<file path="src/rtl/rgsq_pkg.sv">
package rgsq_pkg;

    localparam int WORD_W   = 32;
    localparam int ADDR_W   = 3;
    localparam int NUM_CFG  = 6;
    localparam int LOCK_BIT = 7;
    localparam int N_STEPS  = 45;
    localparam int STEP_W   = $clog2(N_STEPS + 1);

    typedef enum logic [ADDR_W-1:0] {
        RA_MAIN = 3'd0,
        RA_DLL  = 3'd1,
        RA_DDR  = 3'd2,
        RA_DLL2 = 3'd3,
        RA_USR  = 3'd4,
        RA_AUX  = 3'd5,
        RA_STAT = 3'd6
    } reg_addr_e;

    typedef enum logic [1:0] {
        SPD_10  = 2'b00,
        SPD_100 = 2'b01,
        SPD_1G  = 2'b10,
        SPD_BAD = 2'b11
    } speed_e;

    typedef enum logic [1:0] {
        OP_SKIP = 2'd0,
        OP_RMW  = 2'd1,
        OP_POLL = 2'd2,
        OP_END  = 2'd3
    } op_e;

    // For OP_POLL, clr is the compare mask and set is the expected value.
    typedef struct packed {
        op_e               op;
        reg_addr_e         addr;
        logic [WORD_W-1:0] clr;
        logic [WORD_W-1:0] set;
    } step_t;

    localparam logic [WORD_W-1:0] POR_MAIN = 32'h00C0_1343;
    localparam logic [WORD_W-1:0] POR_DLL  = 32'h2004_642C;
    localparam logic [WORD_W-1:0] POR_DDR  = 32'h0000_0000;
    localparam logic [WORD_W-1:0] POR_DLL2 = 32'h0020_0000;
    localparam logic [WORD_W-1:0] POR_USR  = 32'h0001_0800;
    localparam logic [WORD_W-1:0] POR_AUX  = 32'h0000_2060;

    function automatic logic [WORD_W-1:0] bm(input int n);
        return 32'h1 << n;
    endfunction

    function automatic logic [WORD_W-1:0] fm(input int hi, input int lo);
        return ((32'h1 << (hi - lo + 1)) - 32'h1) << lo;
    endfunction

    function automatic step_t mk(input op_e o, input reg_addr_e a,
                                 input logic [WORD_W-1:0] c,
                                 input logic [WORD_W-1:0] s);
        step_t t;
        t.op   = o;
        t.addr = a;
        t.clr  = c;
        t.set  = s;
        return t;
    endfunction

    function automatic step_t rmw(input reg_addr_e a,
                                  input logic [WORD_W-1:0] c,
                                  input logic [WORD_W-1:0] s);
        return mk(OP_RMW, a, c, s);
    endfunction

    // The full bring-up program, indexed by step; speed decides which
    // steps are live and which values they carry.
    function automatic step_t prog_step(input int unsigned idx, input speed_e spd);
        step_t s;
        logic  gig;
        logic  bad;
        logic  ten;
        gig = (spd == SPD_1G);
        bad = (spd == SPD_BAD);
        ten = (spd == SPD_10);
        s   = mk(OP_SKIP, RA_MAIN, '0, '0);
        case (idx)
            // power-on restore, then function clock on
            0:  s = rmw(RA_MAIN, '1, POR_MAIN);
            1:  s = rmw(RA_DLL,  '1, POR_DLL);
            2:  s = rmw(RA_DDR,  '1, POR_DDR);
            3:  s = rmw(RA_DLL2, '1, POR_DLL2);
            4:  s = rmw(RA_USR,  '1, POR_USR);
            5:  s = rmw(RA_AUX,  '1, POR_AUX);
            6:  s = rmw(RA_MAIN, '0, bm(30));
            // DLL reset / power-down cycling
            7:  s = rmw(RA_DLL, '0, bm(30));
            8:  s = rmw(RA_DLL, '0, bm(29));
            9:  s = rmw(RA_DLL, bm(30), '0);
            10: s = rmw(RA_DLL, bm(29), '0);
            // gigabit DLL enable and lock wait
            11: if (gig) s = rmw(RA_DLL, '0, bm(16));
            12: if (gig) s = rmw(RA_DLL, '0, bm(18));
            13: if (gig) s = rmw(RA_USR, fm(26, 24), bm(26));
            14: if (gig) s = mk(OP_POLL, RA_STAT, bm(LOCK_BIT), bm(LOCK_BIT));
            // gigabit calibration
            15: if (gig) s = rmw(RA_DLL, '0, bm(17));
            16: if (gig) s = rmw(RA_DLL, '0, bm(19));
            17: if (gig) s = rmw(RA_DLL, bm(18), '0);
            18: if (gig) s = rmw(RA_DLL, '0, bm(16));
            19: if (gig) s = rmw(RA_DLL, bm(5), '0);
            20: if (gig) s = rmw(RA_DLL, fm(3, 2), '0);
            21: if (gig) s = mk(OP_POLL, RA_DLL, bm(18), '0);
            22: if (gig) s = rmw(RA_DLL, '0, bm(18));
            23: if (gig) s = mk(OP_POLL, RA_DLL, bm(18), bm(18));
            24: if (gig) s = rmw(RA_DLL2, '0, bm(0));
            25: if (gig) s = rmw(RA_DLL2, bm(21), '0);
            26: if (gig) s = rmw(RA_DLL2, fm(17, 10), 32'h1A << 10);
            27: if (gig) s = rmw(RA_DLL2, fm(3, 2), bm(2));
            28: if (gig) s = rmw(RA_DLL2, '0, bm(1));
            // common to every request
            29: s = rmw(RA_AUX,  bm(13), '0);
            30: s = rmw(RA_MAIN, fm(5, 4), '0);
            // speed-specific section
            31: if (!bad) s = rmw(RA_MAIN, '0, bm(0));
            32: if (!bad) s = gig ? rmw(RA_MAIN, bm(3), '0) : rmw(RA_MAIN, '0, bm(3));
            33: if (!bad) s = gig ? rmw(RA_MAIN, '0, bm(23)) : rmw(RA_MAIN, bm(23), '0);
            34: if (!bad) s = gig ? rmw(RA_MAIN, '0, bm(1)) : rmw(RA_MAIN, bm(1), '0);
            35: if (!bad && !gig)
                    s = ten ? rmw(RA_MAIN, fm(16, 8), 32'h13 << 8)
                            : rmw(RA_MAIN, fm(7, 6), bm(6));
            36: if (!bad) s = rmw(RA_AUX, bm(6), '0);
            37: if (!bad) s = ten ? rmw(RA_AUX, bm(5), '0) : rmw(RA_AUX, '0, bm(5));
            38: if (!bad) s = rmw(RA_AUX, fm(31, 17), '0);
            39: if (!bad) s = gig ? rmw(RA_AUX, '0, bm(7)) : rmw(RA_AUX, bm(7), '0);
            40: if (!bad) s = gig ? rmw(RA_DDR, fm(8, 0), 32'd57)
                                  : rmw(RA_DDR, fm(29, 27), 32'd5 << 27);
            41: if (!bad) s = gig ? rmw(RA_DDR, '0, bm(31)) : rmw(RA_DDR, '0, fm(26, 21));
            42: if (!bad && !gig) s = rmw(RA_DDR, '0, bm(30));
            43: if (!bad) s = rmw(RA_MAIN, '0, bm(2));
            default: s = mk(OP_END, RA_MAIN, '0, '0);
        endcase
        return s;
    endfunction

endpackage

</file>
<file path="src/rtl/rgsq_regfile.sv">
module rgsq_regfile
    import rgsq_pkg::*;
(
    input  logic                            clk,
    input  logic                            rst,
    input  logic                            wr_en,
    input  logic [ADDR_W-1:0]               wr_addr,
    input  logic [WORD_W-1:0]               wr_data,
    input  logic                            rd_en,
    input  logic [ADDR_W-1:0]               rd_addr,
    output logic [WORD_W-1:0]               rd_data,
    input  logic                            lock_in,
    output logic [NUM_CFG-1:0][WORD_W-1:0]  words
);

    logic [NUM_CFG-1:0][WORD_W-1:0] word_q;
    logic [WORD_W-1:0]              stat_word;

    always_comb begin
        stat_word           = '0;
        stat_word[LOCK_BIT] = lock_in;
    end

    always_ff @(posedge clk) begin
        if (rst) begin
            word_q <= '0;
        end else begin
            for (int i = 0; i < NUM_CFG; i++) begin
                if (wr_en && wr_addr == ADDR_W'(i)) begin
                    word_q[i] <= wr_data;
                end
            end
        end
    end

    always_ff @(posedge clk) begin
        if (rst) begin
            rd_data <= '0;
        end else if (rd_en) begin
            if (rd_addr == RA_STAT) begin
                rd_data <= stat_word;
            end else if (int'(rd_addr) < NUM_CFG) begin
                rd_data <= word_q[rd_addr];
            end else begin
                rd_data <= '0;
            end
        end
    end

    assign words = word_q;

endmodule

</file>
<file path="src/rtl/rgsq_poll_timer.sv">
module rgsq_poll_timer #(
    parameter int LIMIT = 1000
) (
    input  logic clk,
    input  logic rst,
    input  logic clr,
    input  logic tick,
    output logic expired
);

    localparam int CNT_W = (LIMIT > 1) ? $clog2(LIMIT) : 1;

    logic [CNT_W-1:0] cnt_q;

    assign expired = tick && (cnt_q == CNT_W'(LIMIT - 1));

    always_ff @(posedge clk) begin
        if (rst || clr) begin
            cnt_q <= '0;
        end else if (tick && !expired) begin
            cnt_q <= cnt_q + 1'b1;
        end
    end

    // the retry count never passes the configured bound
    assert_poll_bound_R8: assert property (@(posedge clk) disable iff (rst)
        cnt_q <= CNT_W'(LIMIT - 1));

endmodule

</file>
<file path="src/rtl/rgsq_ctrl.sv">
module rgsq_ctrl
    import rgsq_pkg::*;
(
    input  logic               clk,
    input  logic               rst,
    input  logic               start,
    input  logic [1:0]         speed,
    output logic               rd_en,
    output logic [ADDR_W-1:0]  rd_addr,
    input  logic [WORD_W-1:0]  rd_data,
    output logic               wr_en,
    output logic [ADDR_W-1:0]  wr_addr,
    output logic [WORD_W-1:0]  wr_data,
    output logic               poll_tick,
    output logic               poll_clr,
    input  logic               poll_expired,
    output logic               busy,
    output logic               done,
    output logic               err,
    output logic               tmo
);

    typedef enum logic [2:0] {
        S_IDLE  = 3'd0,
        S_FETCH = 3'd1,
        S_WRITE = 3'd2,
        S_CHECK = 3'd3,
        S_FIN   = 3'd4
    } state_e;

    state_e            state_q;
    logic [STEP_W-1:0] idx_q;
    speed_e            spd_q;
    step_t             cur;
    logic              hit;

    assign cur  = prog_step(int'(idx_q), spd_q);
    assign hit  = ((rd_data & cur.clr) == cur.set);
    assign busy = (state_q != S_IDLE);

    always_comb begin
        rd_en     = (state_q == S_FETCH) && (cur.op == OP_RMW || cur.op == OP_POLL);
        rd_addr   = cur.addr;
        wr_en     = (state_q == S_WRITE);
        wr_addr   = cur.addr;
        wr_data   = (rd_data & ~cur.clr) | cur.set;
        poll_tick = (state_q == S_CHECK) && !hit;
        poll_clr  = ((state_q == S_IDLE) && start) || ((state_q == S_CHECK) && hit);
    end

    always_ff @(posedge clk) begin
        if (rst) begin
            state_q <= S_IDLE;
            idx_q   <= '0;
            spd_q   <= SPD_10;
            done    <= 1'b0;
            err     <= 1'b0;
            tmo     <= 1'b0;
        end else begin
            done <= 1'b0;
            case (state_q)
                S_IDLE: begin
                    if (start) begin
                        spd_q   <= speed_e'(speed);
                        idx_q   <= '0;
                        err     <= 1'b0;
                        tmo     <= 1'b0;
                        state_q <= S_FETCH;
                    end
                end
                S_FETCH: begin
                    case (cur.op)
                        OP_SKIP: idx_q   <= idx_q + 1'b1;
                        OP_RMW:  state_q <= S_WRITE;
                        OP_POLL: state_q <= S_CHECK;
                        default: state_q <= S_FIN;
                    endcase
                end
                S_WRITE: begin
                    idx_q   <= idx_q + 1'b1;
                    state_q <= S_FETCH;
                end
                S_CHECK: begin
                    if (hit) begin
                        idx_q <= idx_q + 1'b1;
                    end else if (poll_expired) begin
                        tmo   <= 1'b1;
                        idx_q <= idx_q + 1'b1;
                    end
                    state_q <= S_FETCH;
                end
                S_FIN: begin
                    err     <= (spd_q == SPD_BAD);
                    done    <= 1'b1;
                    state_q <= S_IDLE;
                end
                default: state_q <= S_IDLE;
            endcase
        end
    end

    // completion pulse comes right after the busy period
    assert_done_after_busy_R2: assert property (@(posedge clk) disable iff (rst)
        done |-> (!busy && $past(busy)));

    // a run never moves backwards through its program
    assert_idx_forward_R3: assert property (@(posedge clk) disable iff (rst)
        (busy && $past(busy)) |-> (idx_q >= $past(idx_q)));

    // captured speed is frozen for the whole run
    assert_spd_hold_R12: assert property (@(posedge clk) disable iff (rst)
        (busy && $past(busy)) |-> $stable(spd_q));

    // the error flag only rises for the unsupported code
    assert_err_bad_R7: assert property (@(posedge clk) disable iff (rst)
        $rose(err) |-> (spd_q == SPD_BAD));

    // only the gigabit path has polls that can time out
    assert_tmo_gig_R10: assert property (@(posedge clk) disable iff (rst)
        $rose(tmo) |-> (spd_q == SPD_1G));

endmodule

</file>
<file path="src/rtl/rgmii_speed_seq.sv">
module rgmii_speed_seq
    import rgsq_pkg::*;
#(
    parameter int POLL_LIMIT = 1000
) (
    input  logic        clk,
    input  logic        rst,
    input  logic        start,
    input  logic [1:0]  speed,
    input  logic        dll_lock,
    output logic        busy,
    output logic        done,
    output logic        err,
    output logic        tmo,
    output logic [31:0] cfg_main,
    output logic [31:0] cfg_dll,
    output logic [31:0] cfg_ddr,
    output logic [31:0] cfg_dll2,
    output logic [31:0] cfg_usr,
    output logic [31:0] cfg_aux
);

    logic                           rd_en;
    logic                           wr_en;
    logic [ADDR_W-1:0]              rd_addr;
    logic [ADDR_W-1:0]              wr_addr;
    logic [WORD_W-1:0]              rd_data;
    logic [WORD_W-1:0]              wr_data;
    logic                           poll_tick;
    logic                           poll_clr;
    logic                           poll_expired;
    logic [NUM_CFG-1:0][WORD_W-1:0] words;

    rgsq_ctrl u_ctrl (
        .clk          (clk),
        .rst          (rst),
        .start        (start),
        .speed        (speed),
        .rd_en        (rd_en),
        .rd_addr      (rd_addr),
        .rd_data      (rd_data),
        .wr_en        (wr_en),
        .wr_addr      (wr_addr),
        .wr_data      (wr_data),
        .poll_tick    (poll_tick),
        .poll_clr     (poll_clr),
        .poll_expired (poll_expired),
        .busy         (busy),
        .done         (done),
        .err          (err),
        .tmo          (tmo)
    );

    rgsq_poll_timer #(.LIMIT(POLL_LIMIT)) u_timer (
        .clk     (clk),
        .rst     (rst),
        .clr     (poll_clr),
        .tick    (poll_tick),
        .expired (poll_expired)
    );

    rgsq_regfile u_regs (
        .clk     (clk),
        .rst     (rst),
        .wr_en   (wr_en),
        .wr_addr (wr_addr),
        .wr_data (wr_data),
        .rd_en   (rd_en),
        .rd_addr (rd_addr),
        .rd_data (rd_data),
        .lock_in (dll_lock),
        .words   (words)
    );

    assign cfg_main = words[RA_MAIN];
    assign cfg_dll  = words[RA_DLL];
    assign cfg_ddr  = words[RA_DDR];
    assign cfg_dll2 = words[RA_DLL2];
    assign cfg_usr  = words[RA_USR];
    assign cfg_aux  = words[RA_AUX];

    // nothing reaches the macro words while the sequencer is idle
    assert_idle_hold_R11: assert property (@(posedge clk) disable iff (rst)
        !busy |=> ($stable(cfg_main) && $stable(cfg_dll) && $stable(cfg_ddr) &&
                   $stable(cfg_dll2) && $stable(cfg_usr) && $stable(cfg_aux)));

endmodule

</file>
<file path="config.mk">
export PLATFORM = sky130hd
export DESIGN_NAME = rgmii_speed_seq
export DESIGN_NICKNAME = d
export VERILOG_FILES = /design/src/rtl/rgsq_pkg.sv /design/src/rtl/rgsq_regfile.sv /design/src/rtl/rgsq_poll_timer.sv /design/src/rtl/rgsq_ctrl.sv /design/src/rtl/rgmii_speed_seq.sv
export SDC_FILE = /design/constraint.sdc
export NUM_CORES = 1
export LEC_CHECK = 0
export ABC_AREA = 0
export ABC_CLOCK_PERIOD_IN_PS = 4700
export CAP_MARGIN = 40
export CORE_ASPECT_RATIO = 2
export CORE_MARGIN = 2
export CORE_UTILIZATION = 50
export CTS_BUF_LIST = sky130_fd_sc_hd__clkbuf_4
export DETAILED_ROUTE_END_ITERATION = 7
export DONT_BUFFER_PORTS = 1
export GPL_TIMING_DRIVEN = 1
export SLEW_MARGIN = 20
export SYNTH_ARGS = -nofsm -noshare
export SYNTH_HDL_FRONTEND = slang
export SYNTH_SLANG_ARGS = --single-unit
</file>
<file path="constraint.sdc">
create_clock -name clk -period 4.7 [get_ports clk]
set_input_delay 0.47 -clock clk [delete_from_list [all_inputs] [get_ports clk]]
set_output_delay 0.47 -clock clk [all_outputs]
set_load 0.02 [all_outputs]
</file>
==> run_results.csv, run 1 <==
group,metric,value,unit
outcome,status,"finished clean",
critical_path,path_cells,"ha_1 > or2_2 > a22oi_1 > buf_4 > and3_1 > o32ai_1 > o2111ai_1 > nor4_4 > buf_4 > buf_4 > and2_0 > buf_4 > or4_1 > a21oi_1",
die,start_util,50.5,%
critical_path,r2r_start,"u_ctrl.idx_q[0]",
final_layout,drive_gt1_share,15.3,%
critical_path,cp-start-kind,"flop",
grt,track_usage,33.3,%
synthesis,synth.area.top_cells,"dfxtp_1, a211oi_1, nor2_1, mux4_2, mux2i_1",
final_layout,final_util,55.6,%
sta,slew_headroom,24.1,%
grt,grt_overflow,0,
synthesis,yosys.area.top_type_share,40.4,%
worst_hold_path,hold_path.class,"input pin to flop",
grt,first_global_vias,11000,
final_layout,final_common_cell,"nor2_1",
critical_path,critPathMaxFanout,12,
drt,first_iter_violations,726,
synthesis,syn-num-nets,1424,
power,total_power,5610,uW
power,leakage,0.00474,uW
drt,drc,0,
drt,vias,11100,
sta,fin_crit_sh,89.6,%
drt,wl_met2,22600,microns
drt,vias_per_cell,6.43,
critical_path,worst-path-buf-inv,4,
sta,drv_slew,0,
critical_path,timing.critical_path.slowest_stage_cell,"a22oi_1",
drt,wl,43800,microns
critical_path,critPathCaptureType,"flop",
synthesis,synthDistinctLibCells,81,
power,swShare,35.6,%
final_layout,multi_input_area,6720,sq um
cts,cts.path.max_buffers,3,
cts,post-cts-setup-buffers,0,
drt,drt_pass1_iterations,8,
power,power.density,415,nW/um^2
synthesis,netlist_instances,1406,
drt,met1_length,15100,microns
critical_path,arrival,4.87,ns
synthesis,synthArstFlopShare,0,%
cts,cts_buffers,57,
power,ir_worst_vdd,0.000295,V
drt,dr.max_layer_used,"met4",
power,p_clk_share,30.4,%
sta,setup_tns,0,ns
cts,root_buffer,"clkbuf_4",
die,rows,81,
final_layout,syn_to_final_growth,10.0,%
final_layout,layout_common_cells,"nor2_1, dfxtp_1, a211oi_1, clkbuf_4, a21oi_1",
synthesis,synth-seq-cells,248,
synthesis,synth-main-ff-cell,"dfxtp_1",
synthesis,synth_area,12300,sq um
synthesis,ys_seq_area_share,40.4,%
sta,tightest_slew,1.14,ns
sta,hold_viol_final,0,
worst_hold_path,hold_start,"rst",
worst_hold_path,hold_end,"u_timer.cnt_q[4]",
synthesis,ys_warn_count,0,
synthesis,synth_edf_count,0,
sta,skew,0.0395,ns
placement,place.gp.congestion,1.04,
critical_path,rrSetupSlack,0.49,ns
cts,insertion_delay,0.73,ns
sta,rsz0062_at_grt,"false",
critical_path,slowest_delay,0.61,ns
grt,grt_pass1_wl,66000,microns
synthesis,synth_largest_area_cell,"dfxtp_1",
die,die_area,25900,sq um
critical_path,r2r_cells,14,
critical_path,required,5.36,ns
die,die_w,115,microns
sta,setup_viol,0,
cts,cts.sinks,248,
placement,placed_cells,1627,
power,p_seq_share,43.7,%
sta,fin_crit,4.21,ns
drt,ant_nets,0,
die,coreArea,24300,sq um
critical_path,crit_top_cell,"buf_4",
grt,grt_max_degree,220,
placement,port_buffers,0,
drt,route.met3.wl,2920,microns
worst_hold_path,holdPathStages,4,
run,cap_violations,0,
final_layout,fin_cells,1733,
die,io_pins,202,
critical_path,rr_endpoint,"u_timer.cnt_q[0]",
power,switching_power,2000,uW
cts,cts.clk_slew.worst_paths,0.08,ns
cts,cts_tree,"done",
power,p_int,3620,uW
critical_path,cp.depth,14,
sta,max_freq,0.238,GHz
grt,antenna_found_initial,1,
placement,hpwl,31200,microns
final_layout,final.fill_count,2284,
critical_path,cp_top_family,"simple AND/OR/NAND/NOR gates",
cts,cts_htree_levels,2,
final_layout,seqCellArea,4960,sq um
power,combPwrFrac,25.9,%
die,fp.dieH,226,microns
final_layout,nNetsFinal,1419,
drt,avgRoutedWirePerCell,25.3,microns
synthesis,synth_area_per_cell,8.74,sq um
critical_path,critPathKind,"flop to flop",
==> power groups by stage <==
stage | combinational (uW) | clock, uW | sequential, uW
floorplan | 985 | 0 | 2430
global placement | 1400 | 0 | 2490
detailed placement | 1400 | 0 | 2500
CTS | 1440 | 1760 | 2450
global route | 1570 | 1840 | 2460
finish | 1460 | 1710 | 2450
==> Yosys cell counts (6+ instances only) <==
cell,number
clkbuf_1,92
and3_1,11
a211oi_1,174
nor2_1,262
buf_2,22
nand4_1,10
nor3_1,22
ha_1,12
or3_1,10
nor3b_1,6
a21oi_1,82
nand3_1,26
nor2b_1,9
mux4_2,31
a2111oi_0,6
xnor2_1,6
a32oi_1,13
buf_1,10
nand2_1,48
o21ai_0,62
a31oi_1,18
and2_1,11
mux2i_1,64
dfxtp_1,248
o2111ai_1,6
inv_1,28
==> sequential cells by signal (all words and copies together), names as in the netlist <==
| register | cells |
|---|---|
| u_ctrl.state_q | 3 |
| u_ctrl.err | 1 |
| u_ctrl.done | 1 |
| u_ctrl.tmo | 1 |
| u_timer.cnt_q | 10 |
| u_regs.words | 192 |
| u_ctrl.idx_q | 6 |
| u_regs.rd_data | 32 |
| u_ctrl.spd_q | 2 |
==> cell type report <==
class / count / area share [%]
inverter: 28 / 0.777
sequential: 248 / 36.7
multi-input combinational: 999 / 49.7
tap: 290 / 2.68
clock inverter: 12 / 0.407
timing repair buffer: 67 / 4.76
clock buffer: 88 / 4.89
antenna: 1 / 0.0185
==> cells by family (layout without fill, tap and decap cells) <==
logic type / after synthesis / after routing / share of synthesized area [%]
AOI/OAI and AO/OA: 421 / 421 / 23.5
xor gates and xnor gates: 8 / 8 / 0.570
adders and majority gates: 12 / 12 / 1.22
buffers and inverters: 159 / 195 / 5.34
DFF: 248 / 248 / 40.4
muxes: 97 / 97 / 11.1
other: 0 / 1 / 0
and+or+nand+nor: 461 / 461 / 17.8
==> metrics by stage <==
stage	worst slack, ns	hold WS, ns	cell area, sq um
3_3_place_gp	0.495	0.462	12700
4_1_cts	0.489	0.0342	13500
5_1_grt	0.317	0.0871	13500
6_report	0.491	0.105	13500
3_5_place_dp	0.528	0.462	12700
2_1_floorplan	1.12	0.453	12300
==> repair_timing <==
| item | CTS | global route |
|---|---|---|
| setup endpoints to repair | 0 | 0 |
| hold buffers | 5 | 0 |
| hold endpoints to repair | 220 | 0 |
| gates resized for setup | 0 | 0 |
==> how the worst max path moves through the flow <==
stage                    start           endpoint  slack, ns
3_3_place_gp   u_ctrl.spd_q[0]    u_ctrl.idx_q[3]       0.49
3_5_place_dp   u_ctrl.idx_q[0]   u_timer.cnt_q[0]       0.53
4_1_cts        u_ctrl.idx_q[0]   u_timer.cnt_q[0]       0.49
6_report       u_ctrl.idx_q[0]   u_timer.cnt_q[0]       0.49
2_1_floorplan  u_ctrl.idx_q[0]  u_regs.rd_data[5]       1.12
5_1_grt        u_ctrl.idx_q[0]   u_timer.cnt_q[0]       0.32
==> worst min-delay path: stages <==
cell and delay, ns:
nor2_1 0.03, o21ai_1 0.06, buf_4 0.17, nor2_1 0.06
==> layer usage <==
metal	track usage [%]	vias up
li1	-	5201
met4	21.2	0
met1	34.2	5294
met2	58.9	487
met5	0	-
met3	8.70	158
Power figures use the tool's default switching activity.
==> run 2: changes to the inputs <==
CTS_BUF_LIST = sky130_fd_sc_hd__clkbuf_8   (was sky130_fd_sc_hd__clkbuf_4)
==> run 2 against run 1 <==
  * Final area decreased by 0.43%
  * Utilization decreased by 0.24 points
  * Flip-flop and latch count unchanged
  * Hold slack got worse by 0.045 ns
  * Sequential power about the same
  * Register-to-register slack about the same
  * Count of clock-buffer cells in the layout decreased by 47
  * Total power decreased by 1.3%
  * Cell count decreased by 2.5%
  * Die area unchanged
  * Global-route usage increased by 0.27 points
==> run_results.csv, run 2 (synthesis results as in run 1) <==
group,metric,value,unit
outcome,status,"finished clean",
grt,grt_pass1_wl,66300,microns
grt,grt_max_degree,129,
sta,fin_crit,4.20,ns
grt,first_global_vias,10800,
sta,fin_crit_sh,89.4,%
final_layout,nNetsFinal,1396,
power,total_power,5540,uW
die,fp.dieH,226,microns
worst_hold_path,hold_start,"speed[1]",
sta,slew_headroom,42.4,%
cts,cts_htree_levels,2,
drt,first_iter_violations,678,
drt,wl,43900,microns
drt,avgRoutedWirePerCell,26.0,microns
final_layout,syn_to_final_growth,9.57,%
cts,post-cts-setup-buffers,0,
power,ir_worst_vdd,0.000286,V
drt,ant_nets,0,
cts,cts.sinks,248,
power,leakage,0.00471,uW
grt,grt.busiest_layer,"met2",
cts,cts_buffers,36,
die,coreArea,24300,sq um
grt,grtUsageMet3,8.35,%
sta,setup_viol,0,
die,start_util,50.5,%
drt,drc,0,
placement,port_buffers,0,
cts,insertion_delay,0.57,ns
sta,setup_tns,0,ns
grt,grt_overflow,0,
worst_hold_path,hold_path.class,"input pin to flop",
drt,vias,11000,
die,die_area,25900,sq um
cts,cts.path.max_buffers,3,
cts,cts_resized,0,
final_layout,layout_common_cells,"nor2_1, dfxtp_1, a211oi_1, a21oi_1, mux2i_1",
placement,hpwl,31200,microns
sta,skew,0.0276,ns
grt,track_usage,33.6,%
cts,cts.clk_slew.worst_paths,0.07,ns
run,cap_violations,0,
grt,use_met2,58.7,%
final_layout,drive_gt1_share,12.4,%
cts,cts_tree,"done",
critical_path,arrival,4.68,ns
sta,drv_slew,0,
critical_path,critPathMaxFanout,12,
die,die_w,115,microns
sta,max_freq,0.238,GHz
critical_path,critPathKind,"flop to flop",
placement,place.gp.congestion,1.04,
critical_path,cp-start-kind,"flop",
final_layout,final_util,55.3,%
cts,holdBufCountCts,3,
grt,antenna_found_initial,1,
critical_path,startpoint,"u_ctrl.idx_q[0]",
drt,vias_per_cell,6.48,
sta,rsz0062_at_grt,"false",
final_layout,largest_reg_flops,192,
final_layout,final_common_cell,"nor2_1",
sta,whs,0.0597,ns
sta,hold_viol_final,0,
die,rows,81,
die,io_pins,202,
cts,root_buffer,"clkbuf_8",
power,power.density,412,nW/um^2
grt,grtUsageMet1,35.7,%
sta,tightest_slew,0.860,ns
critical_path,r2r_start,"u_ctrl.idx_q[0]",
drt,drt_pass1_iterations,7,
critical_path,required,5.18,ns
critical_path,critPathCaptureType,"flop",
## run 2: cell types whose count changed in the layout (fill, tap and decap cells not counted), sizes merged
cell,change
clkinv,-8
dlygate4sd3,-4
buf,+2
clkbuf,-47
inv,+16
clkinvlp,-2
## run 2: critical path: stages (launching register included)
cell and delay [ns]:
dfxtp_1 0.37, ha_1 0.36, or2_2 0.39, a22oi_1 0.61
buf_4 0.29, and3_1 0.37, o32ai_1 0.14, o2111ai_1 0.29
nor4_4 0.09, buf_4 0.15, buf_4 0.13, and2_0 0.12
buf_4 0.16, or4_1 0.49, a21oi_1 0.14
## run 2: path summary, 6_finish.rpt
check        slack [ns]  cells past startpoint                end
min reg2reg        0.49                      2  u_regs.rd_data[1]
max reg2reg        0.50                     14   u_timer.cnt_q[0]
max                0.50                     14   u_timer.cnt_q[0]
min                0.06                      2    u_ctrl.spd_q[1]
## run 2: cell type report
class	instances	area [sq um]
clock inverters	18	86.3
clock buffers	41	564
flip-flops and latches	248	4960
repair buffers	65	651
inverters	28	105
diodes	1	2.50
well taps	290	363
multi-input cells	999	6720
fillers	2292	10900
## run 2: per-stage QoR
stage / instances / setup slack, ns / cell area [sq um]
final: 1690 / 0.498 / 13500
after global routing: 1690 / 0.301 / 13500
after CTS: 1689 / 0.493 / 13500
after detailed placement: 1627 / 0.528 / 12700
after global placement: 1626 / 0.495 / 12700
after floorplan: 1406 / 1.12 / 12300
## run 2: report_power, final
part	leakage (uW)	internal (uW)	switching [uW]
registers	0.00200	2240	214
logic	0.00231	531	928
clock network	0.000390	796	832
total	0.00471	3570	1970
## run 2: layer usage
metal	routed length (microns)	part of all wire, %
met2	22500	51
met3	3060	7.0
met1	15300	35
met4	3030	6.9
met5	0	0
